--- config.mk ---
export PLATFORM = sky130hd
export DESIGN_NAME = rtc_regbank
export DESIGN_NICKNAME = d
export VERILOG_FILES = /design/src/rtl/rtc_pkg.sv /design/src/rtl/rtc_bcd_counters.sv /design/src/rtl/rtc_time_shadow.sv /design/src/rtl/rtc_burst_ptr.sv /design/src/rtl/rtc_regbank.sv
export SDC_FILE = /design/constraint.sdc
export NUM_CORES = 1
export LEC_CHECK = 0
export ABC_AREA = 1
export BUFFER_PORTS_ARGS = -buffer_cell sky130_fd_sc_hd__buf_2
export CORE_MARGIN = 4
export CORE_UTILIZATION = 50
export DETAILED_ROUTE_END_ITERATION = 16
export PLACE_DENSITY = 0.66
export SLEW_MARGIN = 20
export SYNTH_ARGS = -nofsm -noshare
export SYNTH_HDL_FRONTEND = slang
export SYNTH_SLANG_ARGS = --single-unit
--- constraint.sdc ---
create_clock -name clk -period 3.49 [get_ports clk]
set_input_delay 0.1745 -clock clk [delete_from_list [all_inputs] [get_ports clk]]
set_output_delay 0.1745 -clock clk [all_outputs]
set_load 0.02 [all_outputs]
--- src/rtl/rtc_pkg.sv ---
package rtc_pkg;
    localparam int RTC_REGS    = 16;
    localparam int ADDR_W      = $clog2(RTC_REGS);
    localparam int DATA_W      = 8;
    localparam int TIME_FIELDS = 7;
    localparam int FIELD_W     = $clog2(TIME_FIELDS);
    localparam int FLAGS_ADDR  = 0;
    localparam int TIME_BASE   = 1;
    localparam int CTRL_BASE   = TIME_BASE + TIME_FIELDS;
    localparam int CTRL_REGS   = RTC_REGS - CTRL_BASE;
    localparam int CTRL_W      = $clog2(CTRL_REGS);

    typedef logic [DATA_W-1:0] byte_t;
    typedef byte_t [TIME_FIELDS-1:0] time_vec_t;

    typedef struct packed {
        logic [DATA_W-3:0] rsvd;
        logic              wr_hold;
        logic              rd_hold;
    } flags_t;

    // field order: 0 sec, 1 min, 2 hour, 3 day of week, 4 date, 5 month, 6 year
    function automatic byte_t field_lo(input int i);
        return (i >= 3 && i <= 5) ? 8'h01 : 8'h00;
    endfunction

    function automatic byte_t field_hi(input int i);
        case (i)
            0, 1:    return 8'h59;
            2:       return 8'h23;
            3:       return 8'h07;
            4:       return 8'h31;
            5:       return 8'h12;
            default: return 8'h99;
        endcase
    endfunction

    // field whose wrap advances field i; -1 means the 1 Hz tick
    function automatic int field_parent(input int i);
        case (i)
            0:       return -1;
            3, 4:    return 2;
            default: return i - 1;
        endcase
    endfunction

    function automatic byte_t bcd_inc(input byte_t v);
        if (v[3:0] >= 4'd9) return {v[7:4] + 4'd1, 4'd0};
        return {v[7:4], v[3:0] + 4'd1};
    endfunction

    function automatic time_vec_t time_reset();
        time_vec_t t;
        for (int i = 0; i < TIME_FIELDS; i++) t[i] = field_lo(i);
        return t;
    endfunction
endpackage

--- src/rtl/rtc_bcd_counters.sv ---
module rtc_bcd_counters
    import rtc_pkg::*;
(
    input  logic      clk,
    input  logic      rst,
    input  logic      tick,
    input  logic      load,
    input  time_vec_t load_val,
    output time_vec_t live
);
    logic [TIME_FIELDS-1:0] at_max;
    logic [TIME_FIELDS-1:0] step;

    always_comb begin
        for (int i = 0; i < TIME_FIELDS; i++) at_max[i] = (live[i] == field_hi(i));
    end

    // a field steps when the tick arrives and every ancestor sits at its maximum
    always_comb begin
        for (int i = 0; i < TIME_FIELDS; i++) begin
            logic e;
            int   j;
            e = tick;
            j = field_parent(i);
            for (int k = 0; k < TIME_FIELDS; k++) begin
                if (j >= 0) begin
                    e = e & at_max[j[FIELD_W-1:0]];
                    j = field_parent(j);
                end
            end
            step[i] = e;
        end
    end

    always_ff @(posedge clk) begin
        if (rst) begin
            live <= time_reset();
        end else if (load) begin
            live <= load_val;
        end else begin
            for (int i = 0; i < TIME_FIELDS; i++) begin
                if (step[i]) live[i] <= at_max[i] ? field_lo(i) : bcd_inc(live[i]);
            end
        end
    end
endmodule

--- src/rtl/rtc_time_shadow.sv ---
module rtc_time_shadow
    import rtc_pkg::*;
(
    input  logic               clk,
    input  logic               rst,
    input  time_vec_t          live,
    input  logic               snap_take,
    input  logic               stage_take,
    input  logic               stage_we,
    input  logic [FIELD_W-1:0] stage_idx,
    input  byte_t              stage_wdata,
    output time_vec_t          snap,
    output time_vec_t          stage
);
    always_ff @(posedge clk) begin
        if (rst) begin
            snap  <= time_reset();
            stage <= time_reset();
        end else begin
            if (snap_take) snap <= live;
            if (stage_take)    stage <= live;
            else if (stage_we) stage[stage_idx] <= stage_wdata;
        end
    end
endmodule

--- src/rtl/rtc_burst_ptr.sv ---
module rtc_burst_ptr #(
    parameter int AW = 4
) (
    input  logic          clk,
    input  logic          rst,
    input  logic          start,
    input  logic [AW-1:0] start_addr,
    input  logic          step,
    output logic [AW-1:0] cur_addr,
    output logic [AW-1:0] ptr_q
);
    assign cur_addr = start ? start_addr : ptr_q;

    always_ff @(posedge clk) begin
        if (rst)        ptr_q <= '0;
        else if (step)  ptr_q <= cur_addr + AW'(1);
        else if (start) ptr_q <= start_addr;
    end
endmodule

--- src/rtl/rtc_regbank.sv ---
module rtc_regbank
    import rtc_pkg::*;
(
    input  logic              clk,
    input  logic              rst,
    input  logic              tick_1hz,
    input  logic              start,
    input  logic [ADDR_W-1:0] start_addr,
    input  logic              wr_stb,
    input  logic [DATA_W-1:0] wr_data,
    input  logic              rd_stb,
    output logic [DATA_W-1:0] rd_data
);
    logic [ADDR_W-1:0] acc_addr, ptr_q;
    flags_t            flags_q;
    byte_t [CTRL_REGS-1:0] ctrl_q;
    logic [CTRL_REGS-1:0]  ctrl_we;
    time_vec_t         live, snap, stage;
    logic              is_flags, is_time, is_ctrl;
    logic              flags_wr, r_rise, w_rise, w_fall, stage_we;
    logic [FIELD_W-1:0] time_idx;
    logic [CTRL_W-1:0]  ctrl_idx;
    byte_t             rd_mux;

    rtc_burst_ptr #(.AW(ADDR_W)) u_ptr (
        .clk(clk), .rst(rst), .start(start), .start_addr(start_addr),
        .step(wr_stb | rd_stb), .cur_addr(acc_addr), .ptr_q(ptr_q)
    );

    assign is_flags = (acc_addr == ADDR_W'(FLAGS_ADDR));
    assign is_time  = (acc_addr >= ADDR_W'(TIME_BASE)) && (acc_addr < ADDR_W'(CTRL_BASE));
    assign is_ctrl  = (acc_addr >= ADDR_W'(CTRL_BASE));
    assign time_idx = FIELD_W'(acc_addr - ADDR_W'(TIME_BASE));
    assign ctrl_idx = CTRL_W'(acc_addr - ADDR_W'(CTRL_BASE));

    assign flags_wr = wr_stb & is_flags;
    assign r_rise   = flags_wr &  wr_data[0] & ~flags_q.rd_hold;
    assign w_rise   = flags_wr &  wr_data[1] & ~flags_q.wr_hold;
    assign w_fall   = flags_wr & ~wr_data[1] &  flags_q.wr_hold;
    assign stage_we = wr_stb & is_time & flags_q.wr_hold;

    always_ff @(posedge clk) begin
        if (rst)           flags_q <= '0;
        else if (flags_wr) flags_q <= '{rsvd: '0, wr_hold: wr_data[1], rd_hold: wr_data[0]};
    end

    rtc_bcd_counters u_cnt (
        .clk(clk), .rst(rst), .tick(tick_1hz), .load(w_fall),
        .load_val(stage), .live(live)
    );

    rtc_time_shadow u_shadow (
        .clk(clk), .rst(rst), .live(live), .snap_take(r_rise),
        .stage_take(w_rise), .stage_we(stage_we), .stage_idx(time_idx),
        .stage_wdata(wr_data), .snap(snap), .stage(stage)
    );

    for (genvar g = 0; g < CTRL_REGS; g++) begin : g_ctrl
        assign ctrl_we[g] = wr_stb & is_ctrl & flags_q.wr_hold & (ctrl_idx == CTRL_W'(g));
        always_ff @(posedge clk) begin
            if (rst)             ctrl_q[g] <= '0;
            else if (ctrl_we[g]) ctrl_q[g] <= wr_data;
        end
    end

    always_comb begin
        if (is_flags)     rd_mux = flags_q;
        else if (is_time) rd_mux = flags_q.rd_hold ? snap[time_idx] : live[time_idx];
        else              rd_mux = ctrl_q[ctrl_idx];
    end

    always_ff @(posedge clk) begin
        if (rst)         rd_data <= '0;
        else if (rd_stb) rd_data <= rd_mux;
    end
endmodule

== Word level (Yosys, flattened, before mapping) ==
Index checks and enable logic that the tools add are counted.
Widths: inputs -> output; s select.

* Bits in registers: 246
* Input port bits: 18
* Output and inout bits: 8
* Word-level logic and storage cells: 220

* Add/subtract/negate cells: 17
* $lt $le $gt $ge: 13
* Equal/unequal tests: 14
* Multiplexer cells: 73
* Bitwise gates (word level): 38
* Reduce and logical (&&, ||, !) cells: 25

{| class="wikitable"
|+ Operators by type and width
! cell !! count
|-
| $mux 8 || 35
|-
| $mux 56 || 3
|-
| $bmux 8 s3 || 3
|-
| $add 4x1->4 const B || 15
|-
| $bwmux 56 || 1
|-
| $and 1x1->1 || 34
|-
| $ge 4x4->1 const B || 8
|-
| $mux 1 || 28
|-
| $demux 8 s3 || 1
|-
| $reduce_bool 3->1 || 7
|-
| $eq 8x6->1 const B || 2
|-
| $eq 8x7->1 const B || 2
|-
| $reduce_and 2->1 || 7
|-
| $reduce_bool 2->1 || 7
|-
| $eq 3x3->1 const B || 4
|-
| $eq 8x3->1 const B || 1
|-
| $eq 8x5->1 const B || 1
|-
| $eq 8x8->1 const B || 1
|-
| $lt 3x4->1 const B || 2
|-
| $mux 4 || 2
|-
| $eq 3x2->1 const B || 2
|-
| $sub 3x1->3 const B || 2
|-
| $ge 4x1->1 const B || 1
|-
| $logic_not 4->1 || 1
|-
| other kinds (7) || 10
|}

== Logic depth before layout (Yosys ltp) ==
Gate-level depths: netlist (run 1).

* Depth after elaboration: 13
* Depth in mapped cells: 19
* Gate-level depth less buffers: 17

== By module ==
A second synthesis (run 1) with hierarchy kept.

* Cells, all modules: 2059
* Area total of the unflattened synthesis: 13394.1 µm²

{| class="wikitable"
|+ Modules (own cells, without submodules)
! module !! times used !! cells each !! area each (µm²) !! seq. area each (µm²)
|-
| rtc_time_shadow || 1 || 671 || 4705.8 || 2242.2
|-
| rtc_regbank || 1 || 755 || 4510.6 || 1481.4
|-
| rtc_bcd_counters || 1 || 590 || 3907.5 || 1121.1
|-
| rtc_burst_ptr || 1 || 43 || 270.3 || 80.1
|}

== Least setup slack after synthesis (run 1) ==
Ideal clock, no wire load.

* Kind: register to register
* Start: register u_ptr.ptr_q[0]
* End: register u_shadow.stage[14] (netlist name)
* Setup time: 113 ps
* Arrival time: 2447 ps
* Required time: 3377 ps
* Slack: 930 ps
* Stages on the path, launching flop included: 17
* Buffers on the path: 3
* Clock period less this slack: 2560 ps
* Cells stage by stage: dfxtp_1 inv_1 nand2_1 nand2_1 buf_2 buf_1 ha_1 clkbuf_1 clkinv_1 nor2_1 nand2_1 nor2_4 nor2_2 inv_1 nor2_1 o21ai_1 inv_1

* Longest elaborated chain between the ends: 9
* Elaborated cells between the ends (all ways): 20

{| class="wikitable"
|+ Ends and longest elaborated chain
! item !! RTL line !! source
|-
| from (decl) || rtc_burst_ptr.sv:10 || <nowiki>output logic [AW-1:0] ptr_q</nowiki>
|-
| from (signal assigned) || rtc_burst_ptr.sv:16 || <nowiki>else if (step) ptr_q <= cur_addr + AW'(1);</nowiki>
|-
| from (signal assigned) || rtc_burst_ptr.sv:17 || <nowiki>else if (start) ptr_q <= start_addr;</nowiki>
|-
| $mux 4 * || n/a ||
|-
| $sub 3x1->3 || rtc_regbank.sv:33 || <nowiki>assign time_idx = FIELD_W'(acc_addr - ADDR_W'(TIME_BASE));</nowiki>
|-
| $lt 3x4->1 (not written as such) or $ge 3x1->1 (tied branches) || rtc_time_shadow.sv:22 || <nowiki>else if (stage_we) stage[stage_idx] <= stage_wdata;</nowiki>
|-
| $logic_and 1x1->1 (not written as such) || rtc_time_shadow.sv:22 ||
|-
| $mux 8 (not written as such) || rtc_time_shadow.sv:22 ||
|-
| $demux 8 s3 || n/a ||
|-
| $bwmux 56 || rtc_time_shadow.sv:22 ||
|-
| $mux 56 || rtc_time_shadow.sv:22 ||
|-
| $mux 56 || rtc_time_shadow.sv:21 || <nowiki>if (stage_take) stage <= live;</nowiki>
|-
| to (signal assigned) || rtc_time_shadow.sv:18 || <nowiki>stage <= time_reset();</nowiki>
|-
| to (signal assigned) || rtc_time_shadow.sv:21 ||
|-
| to (signal, indexed assignment) || rtc_time_shadow.sv:22 ||
|-
| to (decl) || rtc_time_shadow.sv:13 || <nowiki>output time_vec_t stage</nowiki>
|}

Mark *: on every way between the ends. The rest lies on a longest branch, timed or not. The select of a mux whose other input is x is not followed.
A chain may end at the register's enable or synchronous reset.

== Worst setup path in the final report (run 1) ==
* Start: register u_ptr.ptr_q[0]
* End: register u_shadow.stage[39] (netlist name)

Same word-level chain as after synthesis.

==> flow_summary.toml, run 1 <==
[outcome]
outcome = "finished clean"

[critical_path]
endpoint_kind = "register"
path_delay_family = "simple AND/OR/NAND/NOR gates"
r2r-start = "u_ptr.ptr_q[0]$_SDFF_PP0_"
startpoint_type = "register"
path_cells = "nand2_1 -> nand2_4 -> ha_1 -> inv_1 -> a31oi_4 -> nand2_4 -> nor2_4 -> inv_2 -> nand2_1 -> nand2_1 -> a21oi_1 -> nor2_1"
rrSetupSlack_ns = 0.61
path_max_fanout = 21
crit_path_end = "u_shadow.stage[39]$_SDFFE_PP0P_"
r2r_cells = 12
path_buf_inv = 2
worst-setup-path-type = "register to register"
critical_path_arrival_ns = 3.31
crit_required_ns = 3.93
cp-startpoint = "u_ptr.ptr_q[0]$_SDFF_PP0_"
worstReg2RegEnd = "u_shadow.stage[39]$_SDFFE_PP0P_"
slowest_delay_ns = 0.36
crit_slowest_cell = "nand2_4"
cp_common_cell = "nand2_1"
cp.depth = 12

[floorplanning]
die-area_um2 = 29000
die_x_um = 170
core.rowCount = 59
ios = 26
start_util_pct = 50.7
core_area_um2 = 26000
die_h_um = 170

[clock_network]
insertion_delay_ns = 0.55
cts_tree = "done"
clock_path_buffers = 3
clock_sinks = 246
htreeDepth = 1
cts_root_buf = "clkbuf_16"
clkTransAtPathRegs_ns = 0.06
cts_buffers = 28

[timing]
rsz0062_at_grt = "false"
finalWorstPathRequiredPeriod_ns = 2.88
finalCritPeriodShare_pct = 82.5
clock_skew_ns = 0.00989
timing.fmax_mhz = 347
slew_viol_final = 0
relSlewSlack_pct = 56.5
worstMarginPinSlew_ns = 0.649
setup-tns-final_ns = 0
final-setup-viol-count = 0
hold_viol = 0

[global_route]
overflow = 0
track_usage_pct = 28.3
grt_max_degree = 94
antenna_found_initial = 0
grt_pass1_wl_um = 66300
grt_pass1_vias = 11900

[power]
vdd_ir_drop_max_uv = 442
p_per_area_nw_per_um2 = 483
power.total_mw = 7.05
p_leak_nw = 6.55

[synth]
synthXorXnorAreaFrac_pct = 1.40
ys.flop_type = "dfxtp_1"
yosys-top-cells-area = "dfxtp_1 37%, nand2_1 14%, o21ai_0 8.6%"
ys_async_sr_fraction_pct = 0
muxShareOfSynthArea_pct = 0
synth_common_cells = "489 x nand2_1, 246 x dfxtp_1, 226 x o21ai_0, 175 x nor2_1, 172 x inv_1"
synthCells = 1969
synth_nets = 2029
synth_compound_area_share_pct = 19.4
synth-seq-cells = 246
synth.avg_cell_area_um2 = 6.69
synthDistinctLibCells = 43
synth_simple_gate_area_share_pct = 28.7
yosysSeqAreaShare_pct = 37.4
synth_top_family_by_area = "simple AND/OR/NAND/NOR gates"
synth_edf_count = 0
syn_area_um2 = 13200
yosys.area_share.adder_pct = 3.99
synth_top_area_share_pct = 37.4
yosys_warnings = 0
synth.most_common_cell = "nand2_1"
synth_top_cell_by_area = "dfxtp_1"

[placed_design]
io_buffers = 25
dpl.hpwl_um = 28900
place.gp.congestion = 0.968

[drt]
dr.pass1.iters = 6
routedWlPerCell_um = 17.9
finalWirelength_um = 41300
drt_iter0_markers = 1518
ant_nets = 0
vias_per_cell = 5.63
vias = 13000
drc = 0

[finish]
final_core_util_pct = 56.3
regArea_um2 = 4920
nets = 2014
diodes = 0
fill_cells = 2534
syn_to_final_growth_pct = 11.0
multi_input_area_um2 = 7050
drive_gt1_share_pct = 8.86

[run]
maxCapViolCount = 0

[worst_hold_path]
hold_path_class = "input pin to register"
## final cells by class
cell class | instances | area share, %
clock buffer | 35 | 5.26
clock inverter | 17 | 1.88
inverter | 195 | 5.05
multi-input combinational | 1423 | 48.2
sequential | 246 | 33.7
tap | 335 | 2.87
timing repair buffer | 60 | 3.03
## worst min path at each step
stage,to,startpoint,cells past startpoint
floorplan,flags_q[1]$_SDFFE_PP0N_,wr_data[1],2
global placement,ctrl_q[40]$_SDFFE_PP0P_,ctrl_q[40]$_SDFFE_PP0P_,2
detailed placement,ctrl_q[56]$_SDFFE_PP0P_,ctrl_q[56]$_SDFFE_PP0P_,2
CTS,u_ptr.ptr_q[1]$_SDFF_PP0_,wr_stb,3
global route,u_ptr.ptr_q[1]$_SDFF_PP0_,wr_stb,3
finish,u_cnt.live[1]$_SDFFE_PP0P_,tick_1hz,5
## worst min-delay path, delay by kind of cell
family        cells  cell delay [ns]
simple gates      3             0.20
buf+inv           2             0.16
## layout by cell type, fill, tap and decap left out, drive strengths merged
master / count
dlygate4sd3: 2
a22oi: 14
ha: 42
clkinvlp: 3
nor3b: 1
o22ai: 1
nand2: 498
clkinv: 11
buf: 58
a21oi: 156
clkbuf: 35
a31oi: 21
o21ai: 253
nand3: 165
dfxtp: 246
o211ai: 20
inv: 191
or2: 4
a211oi: 4
nand4: 4
xor2: 17
xnor2: 4
bufinv: 7
nor3: 14
nor2: 193
o31ai: 5
o221ai: 1
nand3b: 6
## kinds of logic (layout without fill, tap and decap cells)
kind of cell,count (synthesis),in the layout
and+or+nand+nor,885,885
adders and majority gates,42,42
AOI/OAI and AO/OA,475,475
xor gates and xnor gates,21,21
DFF,246,246
buffers and inverters,300,307
## stage by stage
step                std cells  setup WS, ns  hold slack [ns]  cell area (µm²)
finish                   2311         0.612           0.0202            14600
CTS                      2311         0.673          0.00170            14600
floorplan                1969         0.930            0.322            13200
global placement         2257         0.607            0.441            13600
detailed placement       2257         0.558            0.444            13600
global route             2311         0.386           0.0280            14600
## per-layer routing
layer  global-route usage [%]  share of wire, %
met1                     41.6                46
met2                     42.2                42
met3                     4.51               8.4
met4                     9.79               3.8
met5                        0                 0
## flip-flops by register name, summed over array words and instances, names as in the netlist
register,count
ctrl_q,64
flags_q,2
rd_data,8
u_cnt.live,56
u_ptr.ptr_q,4
u_shadow.snap,56
u_shadow.stage,56
## power breakdown
part / internal [mW] / switching [mW]
Clock: 2.08 / 1.23
Combinational: 0.230 / 0.626
Sequential: 2.86 / 0.0324
## what timing repair did
action | in CTS | in global routing
gates resized for setup | 0 | 0
hold buffers | 2 | 0
hold endpoints to repair | 3 | 0
setup buffers | 0 | 0
endpoints found under the setup margin | 0 | 0
Power figures use the tool's default switching activity.
==> run 2: changes to the inputs <==
--- a/config.mk
+++ b/config.mk
@@ -10,7 +10,7 @@
 export CORE_MARGIN = 4
 export CORE_UTILIZATION = 50
 export DETAILED_ROUTE_END_ITERATION = 16
-export PLACE_DENSITY = 0.66
+export PLACE_DENSITY = 0.68
 export SLEW_MARGIN = 20
 export SYNTH_ARGS = -nofsm -noshare
 export SYNTH_HDL_FRONTEND = slang
==> constraint.sdc (replaced) <==
create_clock -name clk -period 2.35 [get_ports clk]
set_input_delay 0.1175 -clock clk [delete_from_list [all_inputs] [get_ports clk]]
set_output_delay 0.1175 -clock clk [all_outputs]
set_load 0.02 [all_outputs]
==> run 2 against run 1 <==
- register-to-register slack worse by 0.46 ns
- critical endpoint is now u_cnt.live[10]$_SDFFE_PP0P_
- clock skew is 0.00084 ns lower
- cell area rose by 6.1%
- clock-buffer cell count up 9
- largest cell class unchanged
- power rose by 46%
==> flow_summary.toml, run 2 (synthesized netlist as in run 1, its figures left out) <==
[global_route]
overflow = 0
grt_pass1_wl_um = 66600
track_usage_pct = 28.5
grt_pass1_vias = 12200
grt_max_degree = 91
antenna_found_initial = 0

[drt]
drt_iter0_markers = 1420
ant_nets = 0
drc = 0
vias = 13400
dr.pass1.iters = 7
routedWlPerCell_um = 17.7
vias_per_cell = 5.59
finalWirelength_um = 42400

[finish]
final_cell_mix = "478 x nand2_1, 245 x dfxtp_1, 216 x o21ai_0, 168 x inv_1, 168 x nor2_1"
final_area_um2 = 15500
largest_reg_flops = 64
final_core_util_pct = 59.7
top_register = "ctrl_q"
drive_gt1_share_pct = 12.8
final_common_cell = "nand2_1"
regArea_um2 = 4930
syn_to_final_growth_pct = 17.7
fill_cells = 2516
multi_input_area_um2 = 7160
nets = 2101
diodes = 0

[power]
p_leak_nw = 7.01
power.total_mw = 10.3
p_per_area_nw_per_um2 = 663
vdd_ir_drop_max_uv = 629

[timing]
whs_ns = 0.0462
timing.fmax_mhz = 455
slew_viol_final = 0
finalCritPeriodShare_pct = 93.6
hold_viol = 0
worstMarginPinSlew_ns = 0.544
clock_skew_ns = 0.00905
finalWorstPathRequiredPeriod_ns = 2.20
final-setup-viol-count = 0
rsz0062_at_grt = "true"
relSlewSlack_pct = 63.7

[floorplanning]
die-area_um2 = 29000
die_x_um = 170
die_h_um = 170
core_area_um2 = 26000
core.rowCount = 59
ios = 26
start_util_pct = 50.7

[critical_path]
cp-startpoint = "u_ptr.ptr_q[0]$_SDFF_PP0_"
crit_required_ns = 2.79
critical_path_arrival_ns = 2.64
r2r-start = "u_ptr.ptr_q[0]$_SDFF_PP0_"
startpoint_type = "register"
worst-setup-path-type = "register to register"
endpoint_kind = "register"
path_max_fanout = 7

[worst_hold_path]
hp-start = "wr_data[6]"
hold_path_class = "input pin to register"

[placed_design]
place.gp.congestion = 0.987
dpl.hpwl_um = 29300
io_buffers = 25
dpl_cell_area_um2 = 14100

[outcome]
outcome = "finished clean"

[clock_network]
clock_sinks = 246
cts_tree = "done"
clkTransAtPathRegs_ns = 0.06
htreeDepth = 1
cts_buffers = 28
clock_path_buffers = 3
insertion_delay_ns = 0.55
cts_root_buf = "clkbuf_16"

[run]
maxCapViolCount = 0
run 2: cell count changes in the layout (fill, tap and decap cells not counted), moves of 4 or more:
cell,previous run,this run
buf_12,4,12
buf_4,29,87
buf_6,0,5
clkbuf_1,4,13
clkbuf_16,29,33
clkinv_2,6,2
dlygate4sd3_1,2,12
nand2_1,487,478
nand2_2,6,13
nor2_1,175,168
nor2_4,7,12
o21ai_0,226,216
o21ai_1,22,32
run 2: final cells by class:
class / count / share of cell area, %
timing repair buffer: 146 / 8.45
multi-input combinational: 1424 / 46.2
clock buffer: 44 / 5.17
clock inverter: 6 / 0.856
sequential: 246 / 31.8
inverter: 195 / 4.82
tap: 335 / 2.70
run 2: timing repair:
| action | CTS | global route |
|---|---|---|
| pin swaps | 0 | 11 |
| setup buffers | 0 | 12 |
| resized for setup | 2 | 49 |
| hold buffers | 12 | 0 |
| endpoints found under the setup margin | 8 | 96 |
| endpoints found under the hold margin | 39 | 0 |
| cloned | 0 | 5 |
run 2: path summary, 6_finish.rpt:
path | end | slack [ns] | cells after the start
worst min-delay path | ctrl_q[14]$_SDFFE_PP0P_ | 0.05 | 3
worst max register to register | u_cnt.live[10]$_SDFFE_PP0P_ | 0.15 | 15
worst min register to register | ctrl_q[8]$_SDFFE_PP0P_ | 0.45 | 2
worst max-delay path | u_cnt.live[10]$_SDFFE_PP0P_ | 0.15 | 15
run 2: power by group:
group	internal [mW]	switching, mW	total, mW
combinational	0.476	1.00	1.48
sequential	4.25	0.0390	4.29
clock	2.76	1.74	4.50
total	7.49	2.78	10.3
run 2: worst max-delay path, stage by stage (launching register included):
cell and delay (ns):
dfxtp_2 0.32, inv_1 0.06, nand2_2 0.07, nand2_4 0.11, ha_4 0.13, inv_1 0.06, nor2_2 0.11, nand2_2 0.09
buf_6 0.14, nor3_4 0.29, buf_6 0.22, nor2_2 0.08, nor2_4 0.18, a21oi_1 0.06, o21ai_1 0.12, inv_1 0.05
run 2: layer usage:
layer	vias up	share of wire, %	track usage, %
li1	6585	-	-
met1	6152	44	40.1
met2	552	44	44.4
met3	110	8.7	4.69
met4	0	3.9	9.97
met5	-	0	0
run 2: stage by stage:
step | setup TNS, ns | setup WS (ns) | cells
after floorplan | 0 | 0.0152 | 1969
after global placement | -0.0974 | -0.0432 | 2317
after detailed placement | -0.187 | -0.0548 | 2317
after CTS | 0 | 0.0402 | 2379
after global routing | -0.0656 | -0.0294 | 2396
final | 0 | 0.150 | 2396
==> run 3: changes to the inputs <==
--- a/config.mk
+++ b/config.mk
@@ -5,11 +5,11 @@
 export SDC_FILE = /design/constraint.sdc
 export NUM_CORES = 1
 export LEC_CHECK = 0
-export ABC_AREA = 1
 export BUFFER_PORTS_ARGS = -buffer_cell sky130_fd_sc_hd__buf_2
 export CORE_MARGIN = 4
 export CORE_UTILIZATION = 50
 export DETAILED_ROUTE_END_ITERATION = 16
+export MAX_ROUTING_LAYER = met4
 export PLACE_DENSITY = 0.68
 export SLEW_MARGIN = 20
 export SYNTH_ARGS = -nofsm -noshare
==> run 3 against run 2 <==
- clock-buffer cell count decreased by 1
- power decreased by 1.7%
- critical path depth decreased by 4
- clock skew about the same
- setup slack got worse by 0.065 ns
- sequential cell count unchanged
- clock power decreased by 2%
- non-clock buffer count increased by 33
- synthesized area decreased by 2.8%
- hold slack improved by 0.0043 ns
- critical endpoint is now u_shadow.stage[17]$_SDFFE_PP0P_
- largest cell class unchanged
- highest routed layer unchanged
==> flow_summary.toml, run 3 <==
[clock_network]
cts_buffers = 28
clkTransAtPathRegs_ns = 0.06
insertion_delay_ns = 0.55
cts_root_buf = "clkbuf_16"
clock_path_buffers = 3
clock_sinks = 246
cts_tree = "done"
htreeDepth = 1

[synth]
ys.flop_type = "dfxtp_1"
synthDistinctLibCells = 75
synth.most_common_cell = "nand2_1"
ys_async_sr_fraction_pct = 0
synth_nets = 1684
synth-seq-cells = 246
synth_edf_count = 0
synth.avg_cell_area_um2 = 7.88
yosys-top-cells-area = "dfxtp_1 38%, nand2_1 8.5%, a21oi_1 6.6%"
synthCells = 1624
syn_area_um2 = 12800
synth_top_area_share_pct = 38.5
yosys_warnings = 0
synth_top_cell_by_area = "dfxtp_1"
synth_common_cells = "289 x nand2_1, 246 x dfxtp_1, 169 x a21oi_1, 133 x nor2_1, 130 x nand3_1"
yosysSeqAreaShare_pct = 38.5

[drt]
drc = 0
routedWlPerCell_um = 20.7
dr.pass1.iters = 5
drt_iter0_markers = 1173
vias_per_cell = 6.02
vias = 12300
finalWirelength_um = 42400
ant_nets = 0

[global_route]
antenna_found_initial = 1
grt_pass1_wl_um = 66700
grt_max_degree = 79
grt_pass1_vias = 11600
overflow = 0
track_usage_pct = 30.2

[finish]
drive_gt1_share_pct = 16.1
largest_reg_flops = 64
final_core_util_pct = 60.6
regArea_um2 = 4930
syn_to_final_growth_pct = 19.3
fill_cells = 2233
nets = 1758
final_common_cell = "nand2_1"
final_cell_mix = "288 x nand2_1, 245 x dfxtp_1, 169 x a21oi_1, 135 x buf_4, 133 x nor2_1"
multi_input_area_um2 = 7380
top_register = "ctrl_q"

[timing]
worstMarginPinSlew_ns = 0.679
rsz0062_at_grt = "false"
setup-tns-final_ns = 0
finalWorstPathRequiredPeriod_ns = 2.26
slew_viol_final = 0
relSlewSlack_pct = 54.7
hold_viol = 0
final-setup-viol-count = 0
clock_skew_ns = 0.00924
timing.fmax_mhz = 442
finalCritPeriodShare_pct = 96.4

[critical_path]
endpoint_kind = "register"
crit_required_ns = 2.78
path_cells = "mux2i_4 -> buf_4 -> clkinv_4 -> ha_1 -> nor2b_4 -> a21oi_4 -> nand2_1 -> nor3_4 -> buf_12 -> mux2i_1 -> a211oi_1"
slowest_delay_ns = 0.32
path_max_fanout = 8
r2r_cells = 11
worst-setup-path-type = "register to register"
crit_slowest_cell = "dfxtp_2"
critical_path_arrival_ns = 2.70
startpoint_type = "register"
r2r-start = "u_ptr.ptr_q[0]$_SDFF_PP0_"
cp-startpoint = "u_ptr.ptr_q[0]$_SDFF_PP0_"

[worst_hold_path]
hp-start = "tick_1hz"
min_delay_path_depth = 4
hold_path_class = "input pin to register"

[floorplanning]
die_x_um = 168
start_util_pct = 50.8
core_area_um2 = 25200
die-area_um2 = 28200
core.rowCount = 58
ios = 26
die_h_um = 168

[placed_design]
io_buffers = 25
place.gp.congestion = 0.944
dpl.hpwl_um = 29500

[power]
p_per_area_nw_per_um2 = 661
vdd_ir_drop_max_uv = 541
p_leak_nw = 5.70

[outcome]
outcome = "finished clean"

[run]
maxCapViolCount = 0
run 3: cell types whose count changed after synthesis, sizes merged, moves of 10 or more:
| cell | before | now |
|---|---|---|
| o311ai | 0 | 11 |
| mux4 | 0 | 12 |
| mux2i | 0 | 60 |
| o21ai | 253 | 42 |
| nand3 | 165 | 130 |
| a21oi | 156 | 170 |
| buf | 49 | 23 |
| nor2 | 193 | 133 |
| a211oi | 4 | 82 |
| nor3 | 14 | 46 |
| xor2 | 17 | 7 |
| inv | 191 | 32 |
| clkbuf | 56 | 112 |
| nand2 | 498 | 289 |
run 3: stage by stage:
stage | total power [mW] | hold slack (ns) | instances | setup WS [ns] | instance area (µm²)
2_1_floorplan | 5.26 | 0.349 | 1624 | -0.356 | 13100
3_5_place_dp | 5.72 | 0.447 | 1991 | -0.0372 | 14200
5_1_grt | 10.4 | 0.0651 | 2048 | 0.00190 | 15300
4_1_cts | 10.1 | 0.0332 | 2043 | 0.0670 | 15200
6_report | 10.1 | 0.0505 | 2048 | 0.0854 | 15300
3_3_place_gp | 5.72 | 0.440 | 1991 | -0.0427 | 14200
run 3: final cells by class:
type                    count  share of cell area [%]
flip-flops and latches    246                    32.3
diodes                      1                  0.0164
multi-input cells        1208                    48.4
repair buffers            179                    9.73
clock inverters             6                   0.541
clock buffers              43                    5.49
well taps                 330                    2.70
inverters                  35                   0.901
run 3: layer usage:
metal | vias to the layer above | global-route usage [%] | wire length, µm
li1 | 5917 | - | -
met1 | 5940 | 39.6 | 18300
met3 | 73 | 3.38 | 2470
met5 | - | - | 0
met2 | 395 | 49.5 | 20300
met4 | 0 | 9.35 | 1400
run 3: logic make-up after synthesis:
group | Yosys count | synth area share [%]
compound gates | 395 | 19.5
xor+xnor | 19 | 1.42
fa+ha+maj | 42 | 4.11
buf+inv | 170 | 5.18
flops | 246 | 38.5
mux | 81 | 7.69
simple gates | 671 | 23.6
run 3: critical path: cells and delay by family (launching register included):
kind                       cells  cell delay [ns]
buffers and inverters          3             0.42
AOI/OAI and AO/OA              2             0.40
muxes                          2             0.39
and+or+nand+nor                3             0.39
DFF                            1             0.32
adders and majority gates      1             0.23
run 3: path summary, 6_finish.rpt:
path	slack (ns)	to
max reg2reg	0.09	u_shadow.stage[17]$_SDFFE_PP0P_
min reg2reg	0.45	ctrl_q[17]$_SDFFE_PP0P_
min	0.05	u_cnt.live[0]$_SDFFE_PP0P_
max	0.09	u_shadow.stage[17]$_SDFFE_PP0P_
run 3: power by group:
group,internal [mW],switching (mW)
registers,4.24,0.0514
logic,0.513,0.900
clock network,2.65,1.74
run 3: repair_timing:
item,4_1_cts,5_1_grt
setup buffers,0,4
hold buffers,3,0
endpoints found under the setup margin,1,33
endpoints found under the hold margin,27,0
gates resized for setup,1,10
pin swaps,0,3
